## src/rtl/cfgx_pkg.sv

```systemverilog
package cfgx_pkg;

   localparam int WORD_W = 32;
   localparam int LANES  = WORD_W / 8;

   typedef enum logic [2:0] {
      ST_IDLE,
      ST_ADDR,
      ST_DATA_A,
      ST_DATA_B,
      ST_CLEAR,
      ST_RESP
   } cfgx_state_e;

   typedef enum logic {
      STS_OK    = 1'b0,
      STS_NODEV = 1'b1
   } cfgx_status_e;

   // byte-enable vector to a bit mask over the word
   function automatic logic [WORD_W-1:0] expand_be(input logic [LANES-1:0] be);
      logic [WORD_W-1:0] m;
      m = '0;
      for (int i = 0; i < LANES; i++) begin
         m[8*i +: 8] = {8{be[i]}};
      end
      return m;
   endfunction

   // right-aligned mask for a size code
   function automatic logic [WORD_W-1:0] size_mask(input logic [1:0] sz);
      logic [WORD_W-1:0] m;
      case (sz)
         2'd0:    m = 32'h0000_00FF;
         2'd1:    m = 32'h0000_FFFF;
         default: m = '1;
      endcase
      return m;
   endfunction

endpackage

```

## src/rtl/cfgx_addr_fmt.sv

```systemverilog
module cfgx_addr_fmt
   import cfgx_pkg::*;
#(
   parameter int BUS_W   = 8,
   parameter int DEVFN_W = 8,
   parameter int OFF_W   = 8
) (
   input  logic [BUS_W-1:0]   tgt_bus,
   input  logic [DEVFN_W-1:0] tgt_devfn,
   input  logic [OFF_W-1:0]   tgt_off,
   output logic [WORD_W-1:0]  addr_word,
   output logic [WORD_W-1:0]  addr_image
);

   localparam int FIELD_W = 8;

   if (BUS_W < 1 || BUS_W > FIELD_W) begin : g_bad_bus
      $error("cfgx_addr_fmt: BUS_W must lie in 1..8");
   end
   if (DEVFN_W < 1 || DEVFN_W > FIELD_W) begin : g_bad_devfn
      $error("cfgx_addr_fmt: DEVFN_W must lie in 1..8");
   end
   if (OFF_W < 2 || OFF_W > FIELD_W) begin : g_bad_off
      $error("cfgx_addr_fmt: OFF_W must lie in 2..8");
   end

   logic [FIELD_W-1:0] bus_f;
   logic [FIELD_W-1:0] devfn_f;
   logic [FIELD_W-1:0] off_f;

   assign bus_f   = FIELD_W'(tgt_bus);
   assign devfn_f = FIELD_W'(tgt_devfn);
   assign off_f   = FIELD_W'(tgt_off);

   // enable | bus | devfn | dword-aligned offset
   assign addr_word = {1'b1, 7'b0, bus_f, devfn_f, off_f[FIELD_W-1:2], 2'b00};

   // the address register takes the most significant byte at the lowest lane
   for (genvar g = 0; g < LANES; g++) begin : g_swap
      assign addr_image[8*g +: 8] = addr_word[8*(LANES-1-g) +: 8];
   end

endmodule

```

## src/rtl/cfgx_lane_unit.sv

```systemverilog
module cfgx_lane_unit
   import cfgx_pkg::*;
(
   input  logic [1:0]        size,
   input  logic [1:0]        off_lo,
   input  logic              split,
   input  logic              phase_b,
   input  logic [WORD_W-1:0] raw,
   input  logic [WORD_W-1:0] wdata,
   output logic [WORD_W-1:0] rd_value,
   output logic [WORD_W-1:0] merge_word,
   output logic [WORD_W-1:0] narrow_data,
   output logic [LANES-1:0]  narrow_be
);

   localparam logic [LANES-1:0] LO_BE = {{(LANES/2){1'b0}}, {(LANES/2){1'b1}}};
   localparam logic [LANES-1:0] HI_BE = ~LO_BE;

   logic              wide;
   logic [1:0]        sh;
   logic [4:0]        bit_sh;
   logic [WORD_W-1:0] len_m;
   logic [WORD_W-1:0] placed_m;
   logic [LANES-1:0]  base_be;

   assign wide = size[1];

   // lane shift: none for words, halfword-aligned for split halves,
   // raw byte offset otherwise
   always_comb begin
      if (wide) begin
         sh = 2'd0;
      end else if (split && size == 2'd1) begin
         sh = {off_lo[1], 1'b0};
      end else begin
         sh = off_lo;
      end
   end

   assign bit_sh   = {sh, 3'b000};
   assign len_m    = size_mask(size);
   assign placed_m = len_m << bit_sh;

   assign rd_value    = (raw >> bit_sh) & len_m;
   assign merge_word  = (raw & ~placed_m) | ((wdata << bit_sh) & placed_m);
   assign narrow_data = wdata << bit_sh;

   always_comb begin
      case (size)
         2'd0:    base_be = LANES'(1);
         2'd1:    base_be = LANES'(3);
         default: base_be = phase_b ? HI_BE : LO_BE;
      endcase
   end

   assign narrow_be = wide ? base_be : (base_be << sh);

endmodule

```

## src/rtl/cfgx_ctrl.sv

```systemverilog
module cfgx_ctrl
   import cfgx_pkg::*;
#(
   parameter int BUS_W   = 8,
   parameter int DEVFN_W = 8,
   parameter int OFF_W   = 8
) (
   input  logic               clk,
   input  logic               rst_n,
   input  logic               req_valid,
   output logic               req_ready,
   input  logic               req_write,
   input  logic               req_exclude,
   input  logic [BUS_W-1:0]   req_bus,
   input  logic [DEVFN_W-1:0] req_devfn,
   input  logic [OFF_W-1:0]   req_off,
   input  logic [1:0]         req_size,
   input  logic [WORD_W-1:0]  req_wdata,
   input  logic               split,
   input  logic [WORD_W-1:0]  addr_image,
   input  logic [WORD_W-1:0]  merge_word,
   input  logic [WORD_W-1:0]  narrow_data,
   input  logic [LANES-1:0]   narrow_be,
   output logic [BUS_W-1:0]   r_bus,
   output logic [DEVFN_W-1:0] r_devfn,
   output logic [OFF_W-1:0]   r_off,
   output logic [1:0]         r_size,
   output logic               r_write,
   output logic [WORD_W-1:0]  r_wdata,
   output logic [WORD_W-1:0]  raw,
   output logic               phase_b,
   output logic               busy,
   output logic               done,
   output logic               status,
   output logic               mst_valid,
   input  logic               mst_ready,
   output logic               mst_write,
   output logic               mst_win,
   output logic [LANES-1:0]   mst_be,
   output logic [WORD_W-1:0]  mst_wdata,
   input  logic [WORD_W-1:0]  mst_rdata
);

   cfgx_state_e  state, nxt;
   cfgx_status_e sts_q;
   logic         accept;
   logic         xfer;
   logic         direct_rmw;
   logic         two_data;

   assign accept     = (state == ST_IDLE) && req_valid;
   assign xfer       = mst_valid && mst_ready;
   assign direct_rmw = !split && r_write && !r_size[1];
   assign two_data   = (split && r_size[1]) || direct_rmw;

   always_comb begin
      nxt = state;
      case (state)
         ST_IDLE:   if (accept) nxt = req_exclude ? ST_RESP : ST_ADDR;
         ST_ADDR:   if (xfer) nxt = ST_DATA_A;
         ST_DATA_A: if (xfer) nxt = two_data ? ST_DATA_B : ST_CLEAR;
         ST_DATA_B: if (xfer) nxt = ST_CLEAR;
         ST_CLEAR:  if (xfer) nxt = ST_RESP;
         ST_RESP:   nxt = ST_IDLE;
         default:   nxt = ST_IDLE;
      endcase
   end

   always_ff @(posedge clk) begin
      if (!rst_n) begin
         state   <= ST_IDLE;
         sts_q   <= STS_OK;
         r_bus   <= '0;
         r_devfn <= '0;
         r_off   <= '0;
         r_size  <= '0;
         r_write <= 1'b0;
         r_wdata <= '0;
         raw     <= '0;
      end else begin
         state <= nxt;
         if (accept) begin
            sts_q   <= req_exclude ? STS_NODEV : STS_OK;
            r_bus   <= req_bus;
            r_devfn <= req_devfn;
            r_off   <= req_off;
            r_size  <= req_size;
            r_write <= req_write;
            r_wdata <= req_wdata;
            raw     <= '0;
         end else if (xfer && mst_win && !mst_write) begin
            raw <= (raw & ~expand_be(mst_be)) | (mst_rdata & expand_be(mst_be));
         end
      end
   end

   // transfer selection per phase
   always_comb begin
      mst_valid = 1'b0;
      mst_write = 1'b0;
      mst_win   = 1'b0;
      mst_be    = '1;
      mst_wdata = '0;
      case (state)
         ST_ADDR: begin
            mst_valid = 1'b1;
            mst_write = 1'b1;
            mst_wdata = addr_image;
         end
         ST_DATA_A: begin
            mst_valid = 1'b1;
            mst_win   = 1'b1;
            if (split) begin
               mst_write = r_write;
               mst_be    = narrow_be;
               mst_wdata = narrow_data;
            end else begin
               mst_write = r_write && r_size[1];
               mst_wdata = r_wdata;
            end
         end
         ST_DATA_B: begin
            mst_valid = 1'b1;
            mst_win   = 1'b1;
            if (split) begin
               mst_write = r_write;
               mst_be    = narrow_be;
               mst_wdata = narrow_data;
            end else begin
               mst_write = 1'b1;
               mst_wdata = merge_word;
            end
         end
         ST_CLEAR: begin
            mst_valid = 1'b1;
            mst_write = 1'b1;
         end
         default: ;
      endcase
   end

   assign phase_b   = (state == ST_DATA_B);
   assign req_ready = (state == ST_IDLE);
   assign busy      = (state != ST_IDLE);
   assign done      = (state == ST_RESP);
   assign status    = sts_q;

   AST_ACCEPT_BUSY: assert property (@(posedge clk) disable iff (!rst_n)
      (req_valid && req_ready) |=> busy);
   AST_DONE_SINGLE: assert property (@(posedge clk) disable iff (!rst_n)
      done |=> (!done && !busy));
   AST_EXCL_SILENT: assert property (@(posedge clk) disable iff (!rst_n)
      (req_valid && req_ready && req_exclude) |=> (done && !mst_valid));
   AST_CLEAR_LAST: assert property (@(posedge clk) disable iff (!rst_n)
      (done && status == STS_OK) |->
         $past(mst_valid && mst_ready && mst_write && !mst_win && mst_wdata == '0));
   AST_STALL_HOLD: assert property (@(posedge clk) disable iff (!rst_n)
      (mst_valid && !mst_ready) |=> (mst_valid && $stable(mst_write) && $stable(mst_win)
                                     && $stable(mst_be) && $stable(mst_wdata)));

endmodule

```

## src/rtl/cfgx_sequencer.sv

```systemverilog
module cfgx_sequencer
   import cfgx_pkg::*;
#(
   parameter int BUS_W    = 8,
   parameter int DEVFN_W  = 8,
   parameter int OFF_W    = 8,
   parameter bit SPLIT_EN = 1'b1
) (
   input  logic               clk,
   input  logic               rst_n,
   input  logic               req_valid,
   output logic               req_ready,
   input  logic               req_write,
   input  logic               req_exclude,
   input  logic [BUS_W-1:0]   req_bus,
   input  logic [DEVFN_W-1:0] req_devfn,
   input  logic [OFF_W-1:0]   req_off,
   input  logic [1:0]         req_size,
   input  logic [31:0]        req_wdata,
   output logic               busy,
   output logic               done,
   output logic               rsp_status,
   output logic [31:0]        rsp_rdata,
   output logic               mst_valid,
   input  logic               mst_ready,
   output logic               mst_write,
   output logic               mst_win,
   output logic [3:0]         mst_be,
   output logic [31:0]        mst_wdata,
   input  logic [31:0]        mst_rdata
);

   if (WORD_W != 32 || LANES != 4) begin : g_bad_word
      $error("cfgx_sequencer: the data window must be 32 bits wide");
   end

   logic [BUS_W-1:0]   r_bus;
   logic [DEVFN_W-1:0] r_devfn;
   logic [OFF_W-1:0]   r_off;
   logic [1:0]         r_size;
   logic               r_write;
   logic [WORD_W-1:0]  r_wdata;
   logic [WORD_W-1:0]  raw;
   logic               phase_b;
   logic               split;
   logic [WORD_W-1:0]  addr_word;
   logic [WORD_W-1:0]  addr_image;
   logic [WORD_W-1:0]  rd_value;
   logic [WORD_W-1:0]  merge_word;
   logic [WORD_W-1:0]  narrow_data;
   logic [LANES-1:0]   narrow_be;

   // narrow transfers apply to any bus other than 0 when enabled
   if (SPLIT_EN) begin : g_split
      assign split = |r_bus;
   end else begin : g_flat
      assign split = 1'b0;
   end

   cfgx_addr_fmt #(
      .BUS_W   (BUS_W),
      .DEVFN_W (DEVFN_W),
      .OFF_W   (OFF_W)
   ) u_addr (
      .tgt_bus    (r_bus),
      .tgt_devfn  (r_devfn),
      .tgt_off    (r_off),
      .addr_word  (addr_word),
      .addr_image (addr_image)
   );

   cfgx_lane_unit u_lane (
      .size        (r_size),
      .off_lo      (r_off[1:0]),
      .split       (split),
      .phase_b     (phase_b),
      .raw         (raw),
      .wdata       (r_wdata),
      .rd_value    (rd_value),
      .merge_word  (merge_word),
      .narrow_data (narrow_data),
      .narrow_be   (narrow_be)
   );

   cfgx_ctrl #(
      .BUS_W   (BUS_W),
      .DEVFN_W (DEVFN_W),
      .OFF_W   (OFF_W)
   ) u_ctrl (
      .clk         (clk),
      .rst_n       (rst_n),
      .req_valid   (req_valid),
      .req_ready   (req_ready),
      .req_write   (req_write),
      .req_exclude (req_exclude),
      .req_bus     (req_bus),
      .req_devfn   (req_devfn),
      .req_off     (req_off),
      .req_size    (req_size),
      .req_wdata   (req_wdata),
      .split       (split),
      .addr_image  (addr_image),
      .merge_word  (merge_word),
      .narrow_data (narrow_data),
      .narrow_be   (narrow_be),
      .r_bus       (r_bus),
      .r_devfn     (r_devfn),
      .r_off       (r_off),
      .r_size      (r_size),
      .r_write     (r_write),
      .r_wdata     (r_wdata),
      .raw         (raw),
      .phase_b     (phase_b),
      .busy        (busy),
      .done        (done),
      .status      (rsp_status),
      .mst_valid   (mst_valid),
      .mst_ready   (mst_ready),
      .mst_write   (mst_write),
      .mst_win     (mst_win),
      .mst_be      (mst_be),
      .mst_wdata   (mst_wdata),
      .mst_rdata   (mst_rdata)
   );

   assign rsp_rdata = (done && !r_write && rsp_status == STS_OK) ? rd_value : '0;

   AST_ADDR_FIRST: assert property (@(posedge clk) disable iff (!rst_n)
      (req_valid && req_ready && !req_exclude) |=>
         (mst_valid && mst_write && !mst_win && mst_wdata[7:0] == 8'h80));
   AST_DIRECT_FULL: assert property (@(posedge clk) disable iff (!rst_n)
      (mst_valid && mst_win && !split) |-> (mst_be == 4'b1111));
   AST_SPLIT_BYTE: assert property (@(posedge clk) disable iff (!rst_n)
      (mst_valid && mst_win && split && r_size == 2'd0) |-> ($countones(mst_be) == 1));
   AST_SPLIT_HALF: assert property (@(posedge clk) disable iff (!rst_n)
      (mst_valid && mst_win && split && r_size != 2'd0) |->
         (mst_be == 4'b0011 || mst_be == 4'b1100));

endmodule

```

## config.mk

```make
export PLATFORM = sky130hd
export DESIGN_NAME = cfgx_sequencer
export DESIGN_NICKNAME = d
export VERILOG_FILES = /design/src/rtl/cfgx_pkg.sv /design/src/rtl/cfgx_addr_fmt.sv /design/src/rtl/cfgx_lane_unit.sv /design/src/rtl/cfgx_ctrl.sv /design/src/rtl/cfgx_sequencer.sv
export SDC_FILE = /design/constraint.sdc
export NUM_CORES = 1
export LEC_CHECK = 0
export ABC_AREA = 1
export CAP_MARGIN = 20
export CELL_PAD_IN_SITES_DETAIL_PLACEMENT = 0
export CELL_PAD_IN_SITES_GLOBAL_PLACEMENT = 1
export CORE_ASPECT_RATIO = 0.6
export CORE_MARGIN = 1.5
export CORE_UTILIZATION = 35
export DETAILED_ROUTE_END_ITERATION = 10
export PLACE_DENSITY_LB_ADDON = 0.1
export SLEW_MARGIN = 20
export SYNTH_ARGS = -nofsm -noshare
export SYNTH_HDL_FRONTEND = slang
export SYNTH_SLANG_ARGS = --single-unit
```

## constraint.sdc

```tcl
create_clock -name clk -period 3.3 [get_ports clk]
set_clock_uncertainty 0.15 [all_clocks]
set_input_delay 0.33 -clock clk [delete_from_list [all_inputs] [get_ports clk]]
set_output_delay 0.33 -clock clk [all_outputs]
set_load 0.005 [all_outputs]
```

==> results of run 1 <==
[worst max-delay path, delay by kind of cell (launching register included)]
kind                   cells  cell delay, ps
AO/OA/AOI/OAI              1             140
buffers and inverters      4            1160
flip-flops                 1             320
AND/OR/NAND/NOR            4             690
[cells in the final DEF (no fill, tap or decap), drive strengths merged, types with 20 or more instances in the layout]
master,count
nand3,121
clkdlybuf4s50,170
nor2,102
nand2,217
buf,26
inv,88
a21oi,106
o21ai,116
dfxtp,95
nand4,20
[layout make-up]
type | count | area share
multi-input combinational | 720 | 0.423
clock inverter | 3 | 0.00303
clock buffer | 13 | 0.0327
tap | 228 | 0.0346
sequential | 95 | 0.230
inverter | 95 | 0.0438
timing repair buffer | 196 | 0.233
[stage by stage]
stage / TNS (ps) / cell area, um2 / power, W
floorplan: 0 / 5980 / 0.00381
global placement: 0 / 7900 / 0.00511
detailed placement: 0 / 7900 / 0.00510
CTS: 0 / 8190 / 0.00618
global route: -12.5 / 8260 / 0.00678
finish: 0 / 8260 / 0.00628
[cell families after synthesis]
kind of cell / count (synthesis) / share of synthesized area
DFF: 95 / 0.318
buffers and inverters: 157 / 0.105
and+or+nand+nor: 467 / 0.348
AOI/OAI and AO/OA: 253 / 0.228
[where the power goes]
group | total, W | internal [W] | switching, W
Sequential | 0.00161 | 0.00142 | 0.000190
Combinational | 0.00361 | 0.00127 | 0.00234
Clock | 0.00106 | 0.000579 | 0.000481
[layer usage]
metal | GRT usage | routed length, um | vias to the layer above
li1 | - | - | 3525
met1 | 0.440 | 12600 | 3271
met2 | 0.347 | 9100 | 311
met3 | 0.0639 | 2270 | 20
met4 | 0.0514 | 222 | 0
met5 | 0 | 0 | -
[worst paths after layout]
path,cells after the start,to
setup / recovery,9,mst_wdata[21]
hold / removal,2,u_ctrl.r_off[5]
setup reg to reg,9,register
hold reg to reg,2,u_ctrl.r_off[5]
[repair_timing]
| item | in CTS | in global routing |
|---|---|---|
| endpoints found under the hold margin | 0 | 0 |
| setup buffers | 0 | 1 |
| gates resized for setup | 0 | 14 |
| setup endpoints to repair | 0 | 29 |
==> summary.md, run 1 <==
| Metric | Value |
|---|---|
| Clock Tree Root | `clkbuf_16` |
| Area of the die | `17,900 um2` |
| Synth top cells by count | `nand2_1 (208), nand3_1 (118), o21ai_0 (111)` |
| Top FF cell, synth | `dfxtp_1` |
| CP max stage cell | `clkdlybuf4s50_1` |
| Outcome | `finished, final reports clean` |
| Max Cap Viol | `0` |
| Worst Path Required | `2820 ps` |
| Dominant cell type by area after synthesis | `dfxtp_1` |
| Fin util | `0.502` |
| Worst-Skew Late Latency | `350 ps` |
| CTS Buffer Depth | `2` |
| Row count | `36` |
| Share of cells above drive strength 1 | `0.0677` |
| Clock sink count | `95` |
| Register bit total from synthesis | `95` |
| Hold buffers post-CTS | `0` |
| Reg area | `1900 um2` |
| Port bufs | `170` |
| Startpoint types | `register` |
| Area of the multi-input gates | `3490 um2` |
| Drt pass-1 iters | `7` |
| Hold_sp | `u_ctrl.r_off[5]` |
| Number of synthesized flops with an enable pin | `0` |
| Reg2Reg Launch Point | `u_ctrl.r_size[1]` |
| Max-Slew Margin vs Limit | `0.394` |
| Initial antenna violation count | `0` |
| CP Data Arrival Time | `2690 ps` |
| Mapped Area | `5980 um2` |
| Leakage | `3.32 nW` |
| Area grow syn2layout | `38.2%` |
| Syn nets | `1,068` |
| Pwr Density | `761 nW/um2` |
| Critical-path cell list | `buf_4, nor2_4, clkinv_1, buf_4, nand3_1, nand3_1, a21oi_1, nand2_1, clkdlybuf4s50_1` |
| H-Tree Depth | `3` |
| Count leader, synth | `nand2_1` |
| Pre-CTS setup slack | `532 ps` |
| Final Max Slew Viols | `0` |
| Seq/Total Area, Yosys | `0.318` |
| Detailed Place HPWL | `18,400 um` |
| Net count, final | `approximately 1,200` |
| First-pass GRT wire length | `36,900 um` |
| Maximum VDD drop | `0.414 mV` |
| Ant. Diodes | `0` |
| Final hold viol count | `0` |
| Final GP Congestion | `slightly above 0.9` |
| Post-synth ARST share | `0` |
| Initial Util | `0.363` |
| CORE AREA | `~16,000 um2` |
| YS warnings | `0` |
| Yosys top cell area share | `0.318` |
| Tightest Pin Transition | `908 ps` |
| ANT nets after route | `0` |
| Filler cells | `1,723` |
| Synth area leaders | `dfxtp_1 (32%), nand2_1 (13%), nand3_1 (9.9%), o21ai_0 (9.3%), a21oi_1 (8.9%)` |
| Synth Instances | `972` |
| Largest net degree at the start of global routing | `106` |
| Wirelength per Cell | `17.9 um` |
| CTS tree | `built` |
| FMAX | `around 320 MHz` |
| Cell variety after synth | `32` |
| Final setup fails | `0` |
| Worst setup path start | `u_ctrl.r_size[1]` |
| 1st-iter DRT viols | `691` |
| Final Critical Period | `3170 ps` |
| Worst Path Class, Setup | `reg2out` |
| Placed insts | `around 1,300` |
| RSZ-0062 raised after global routing | `true` |
| Via-per-instance ratio | `5.28` |
| Final wirelength | `24,200 um` |
| Part of the cycle the worst path needs | `0.960` |
| Total track usage | `0.271` |
| Setup ws final | `130 ps` |
| Inserted Clock Buffers | `9` |
| Vias in the first global route | `6,465` |
| Worst min path class | `reg2reg` |
| Clock transition at the registers of the reported paths | `70 ps` |
| CP Capture Type | `output pin` |
| # IOs | `171` |
| Average size of a mapped cell | `6.15 um2` |
| Die X | `around 170 um` |
| Global route total overflow | `0` |
| Non-filler cells in the finished layout | `1,350` |
| Vert. Die Dim | `~100 um` |
| Reg-to-reg setup timing slack | `slightly below 900 ps` |
| Hold WS | `310 ps` |
| DR vias | `7,127` |
| CP peak stage delay | `470 ps` |
| DRC | `0` |
| Critical-path maximum fanout | `42` |
Power figures use the tool's default switching activity.
==> run 2: changes to the inputs <==
--- a/config.mk
+++ b/config.mk
@@ -12,6 +12,7 @@
 export CORE_ASPECT_RATIO = 0.6
 export CORE_MARGIN = 1.5
 export CORE_UTILIZATION = 35
+export CTS_CLUSTER_DIAMETER = 60
 export DETAILED_ROUTE_END_ITERATION = 10
 export PLACE_DENSITY_LB_ADDON = 0.1
 export SLEW_MARGIN = 20
==> results of run 2 <==
Same layout as run 1: the final DEF is identical, and so are final timing and power.
==> run 3: changes to the inputs <==
--- a/config.mk
+++ b/config.mk
@@ -11,11 +11,12 @@
 export CELL_PAD_IN_SITES_GLOBAL_PLACEMENT = 1
 export CORE_ASPECT_RATIO = 0.6
 export CORE_MARGIN = 1.5
-export CORE_UTILIZATION = 35
+export CORE_UTILIZATION = 47
 export CTS_CLUSTER_DIAMETER = 60
 export DETAILED_ROUTE_END_ITERATION = 10
+export DONT_BUFFER_PORTS = 1
 export PLACE_DENSITY_LB_ADDON = 0.1
-export SLEW_MARGIN = 20
+export SLEW_MARGIN = 40
 export SYNTH_ARGS = -nofsm -noshare
 export SYNTH_HDL_FRONTEND = slang
 export SYNTH_SLANG_ARGS = --single-unit
==> summary.md, run 3 (synthesis results as in run 1) <==
| Metric | Value |
|---|---|
| Outcome | `finished with violations` |
| Failing checks | `hold timing` |
| Most common cell after layout, fill and taps aside | `nand2_1` |
| Critical-path maximum fanout | `35 (-17%)` |
| CP max stage cell | `nor2_1` |
| Wirelength per Cell | `20.7 um (+15%)` |
| Reg2Reg Launch Point | `u_ctrl.state[0]` |
| Final hold viol count | `1 (+1)` |
| Global route total overflow | `0 (unchanged)` |
| Initial antenna violation count | `0 (unchanged)` |
| Maximum VDD drop | `0.446 mV (+7.8%)` |
| Final Critical Period | `3060 ps (-112 ps)` |
| Initial Util | `0.489 (+0.126)` |
| Area grow syn2layout | `9.90%` |
| RSZ-0062 raised after global routing | `false` |
| Clock Tree Root | `clkbuf_16` |
| DRC | `0 (unchanged)` |
| Vert. Die Dim | `90.3 um (-13%)` |
| Share of cells above drive strength 1 | `0.0749 (+0.00719)` |
| Largest net degree at the start of global routing | `56 (-47%)` |
| # IOs | `171 (unchanged)` |
| Switching part of the total | `0.493 (+0.0135)` |
| Row count | `31 (-14%)` |
| Final Max Slew Viols | `0 (unchanged)` |
| Internal | `0.00305 W (-6.7%)` |
| DR vias | `6,757 (-5.2%)` |
| ANT nets after route | `0 (unchanged)` |
| Startpoint types | `register` |
| Port bufs | `0 (-100%)` |
| Worst min path class | `in2reg` |
| Worst Setup EP | `rsp_rdata[1]` |
| Reg area | `1900 um2 (unchanged)` |
| Total track usage | `0.345 (+0.0740)` |
| Drt pass-1 iters | `7 (unchanged)` |
| Via-per-instance ratio | `6.00 (+14%)` |
| Net count, final | `1,053 (-13%)` |
| Vias in the first global route | `6,104 (-5.6%)` |
| Final wirelength | `23,300 um (-4.0%)` |
| Worst Path Required | `2820 ps (about the same)` |
| Max-Slew Margin vs Limit | `0.564 (+0.170)` |
| R2R cell count | `9 (unchanged)` |
| Final setup fails | `0 (unchanged)` |
| Clock sink count | `95 (unchanged)` |
| Filler cells | `1,279 (-26%)` |
| Gate power share | `0.525 (-0.050)` |
| Inserted Clock Buffers | `9 (unchanged)` |
| Part of the cycle the worst path needs | `0.927 (-0.0338)` |
| Critical-path cell list | `inv_1, nor2_1, o21ai_4, buf_4, nand3_1, buf_4, o21ai_0, nand2_1, nand2_1, a31oi_1` |
| Tightest Pin Transition | `653 ps (-255 ps)` |
| CORE AREA | `12,200 um2 (-26%)` |
| Placed insts | `1,094 (-18%)` |
| Ant. Diodes | `0 (unchanged)` |
| Seq pwr share | `0.270 (+0.013)` |
| Non-filler cells in the finished layout | `1,126 (-17%)` |
| Clock group share of total power | `0.205 (+0.036)` |
| H-Tree Depth | `3 (unchanged)` |
| CP Capture Type | `output pin` |
| Fin util | `0.538 (+0.0353)` |
| Pwr Density | `916 nW/um2 (+20%)` |
| Leakage | `2.73 nW (-18%)` |
| Worst Path Class, Setup | `reg2out` |
| CP peak stage delay | `370 ps (-100 ps)` |
| CTS tree | `built` |
| Area of the multi-input gates | `3460 um2 (-0.79%)` |
| Detailed Place HPWL | `17,100 um (-7.2%)` |
| Max Cap Viol | `0 (unchanged)` |
| Commonest non-fill, non-tap cells in the layout | `nand2_1 (206), nand3_1 (118), o21ai_0 (111)` |
| Area of the die | `13,400 um2 (-25%)` |
| Reg-to-reg setup timing slack | `580 ps (-290 ps)` |
| Hold WS | `-1.40 ps (-311 ps)` |
| First-pass GRT wire length | `35,700 um (-3.3%)` |
| Clock transition at the registers of the reported paths | `70 ps (about the same)` |
| NetSw | `0.00297 W (-1.5%)` |
| Die X | `149 um (-13%)` |
| FMAX | `327 MHz (+3.6%)` |
| Final GP Congestion | `0.946 (+1.9%)` |
| CTS Buffer Depth | `2 (unchanged)` |
| 1st-iter DRT viols | `703 (+1.7%)` |
| CP Data Arrival Time | `2580 ps (-110 ps)` |
| Worst setup path start | `u_ctrl.r_size[0]` |
| Worst-Skew Late Latency | `350 ps (about the same)` |
| Setup TNS | `0 ps (unchanged)` |
run 3: how the worst min path moves through the flow:
| stage | from | end | slack (ps) | depth (start not counted) |
|---|---|---|---|---|
| 2_1_floorplan | u_ctrl.r_devfn[5] | u_ctrl.r_devfn[5] | 280 | 2 |
| 3_3_place_gp | u_ctrl.r_devfn[6] | u_ctrl.r_devfn[6] | 290 | 2 |
| 3_5_place_dp | u_ctrl.r_devfn[1] | u_ctrl.r_devfn[1] | 300 | 2 |
| 4_1_cts | rst_n | u_ctrl.r_devfn[3] | 0.1 | 2 |
| 5_1_grt | req_bus[2] | u_ctrl.r_bus[2] | 4 | 2 |
| 6_report | rst_n | u_ctrl.r_wdata[26] | -1 | 2 |
run 3: stage by stage:
stage	hold WS, ps	worst slack (ps)	cell area, um2	power [W]
global route	3.55	101	6570	0.00644
floorplan	280	1290	5980	0.00381
finish	-1.40	242	6570	0.00602
detailed placement	299	358	6060	0.00464
CTS	0.137	117	6530	0.00591
global placement	294	375	6060	0.00458
run 3: power groups by stage:
stage	clock, W	sequential (W)	combinational, W
finish	0.00123	0.00163	0.00316
floorplan	0	0.00155	0.00226
detailed placement	0	0.00164	0.00300
CTS	0.00124	0.00161	0.00305
global route	0.00129	0.00165	0.00350
global placement	0	0.00164	0.00294
run 3: what timing repair did:
item                                    in CTS  in global routing
setup buffers                                0                  4
gates resized for setup                      0                  3
hold buffers                                12                  0
gates cloned                                 1                  0
endpoints found under the setup margin       8                 12
hold endpoints to repair                    39                  0
pin swaps                                    1                  1
run 3: cell type report:
type,count,share of cell area
multi-input combinational,721,0.528
inverter,95,0.0551
tap,165,0.0314
sequential,95,0.290
clock inverter,5,0.0162
timing repair buffer,35,0.0438
clock buffer,10,0.0364
run 3: worst max-delay path: cells and delay by family, from the launching register on:
kind	cells	cell delay, ps
buf+inv	3	660
compound gates	3	630
simple gates	4	610
flops	1	310
run 3: layer usage:
layer | track usage | part of all wire
met4 | 0.0305 | 0.0032
met1 | 0.554 | 0.49
met5 | 0 | 0
met2 | 0.462 | 0.39
met3 | 0.0899 | 0.12
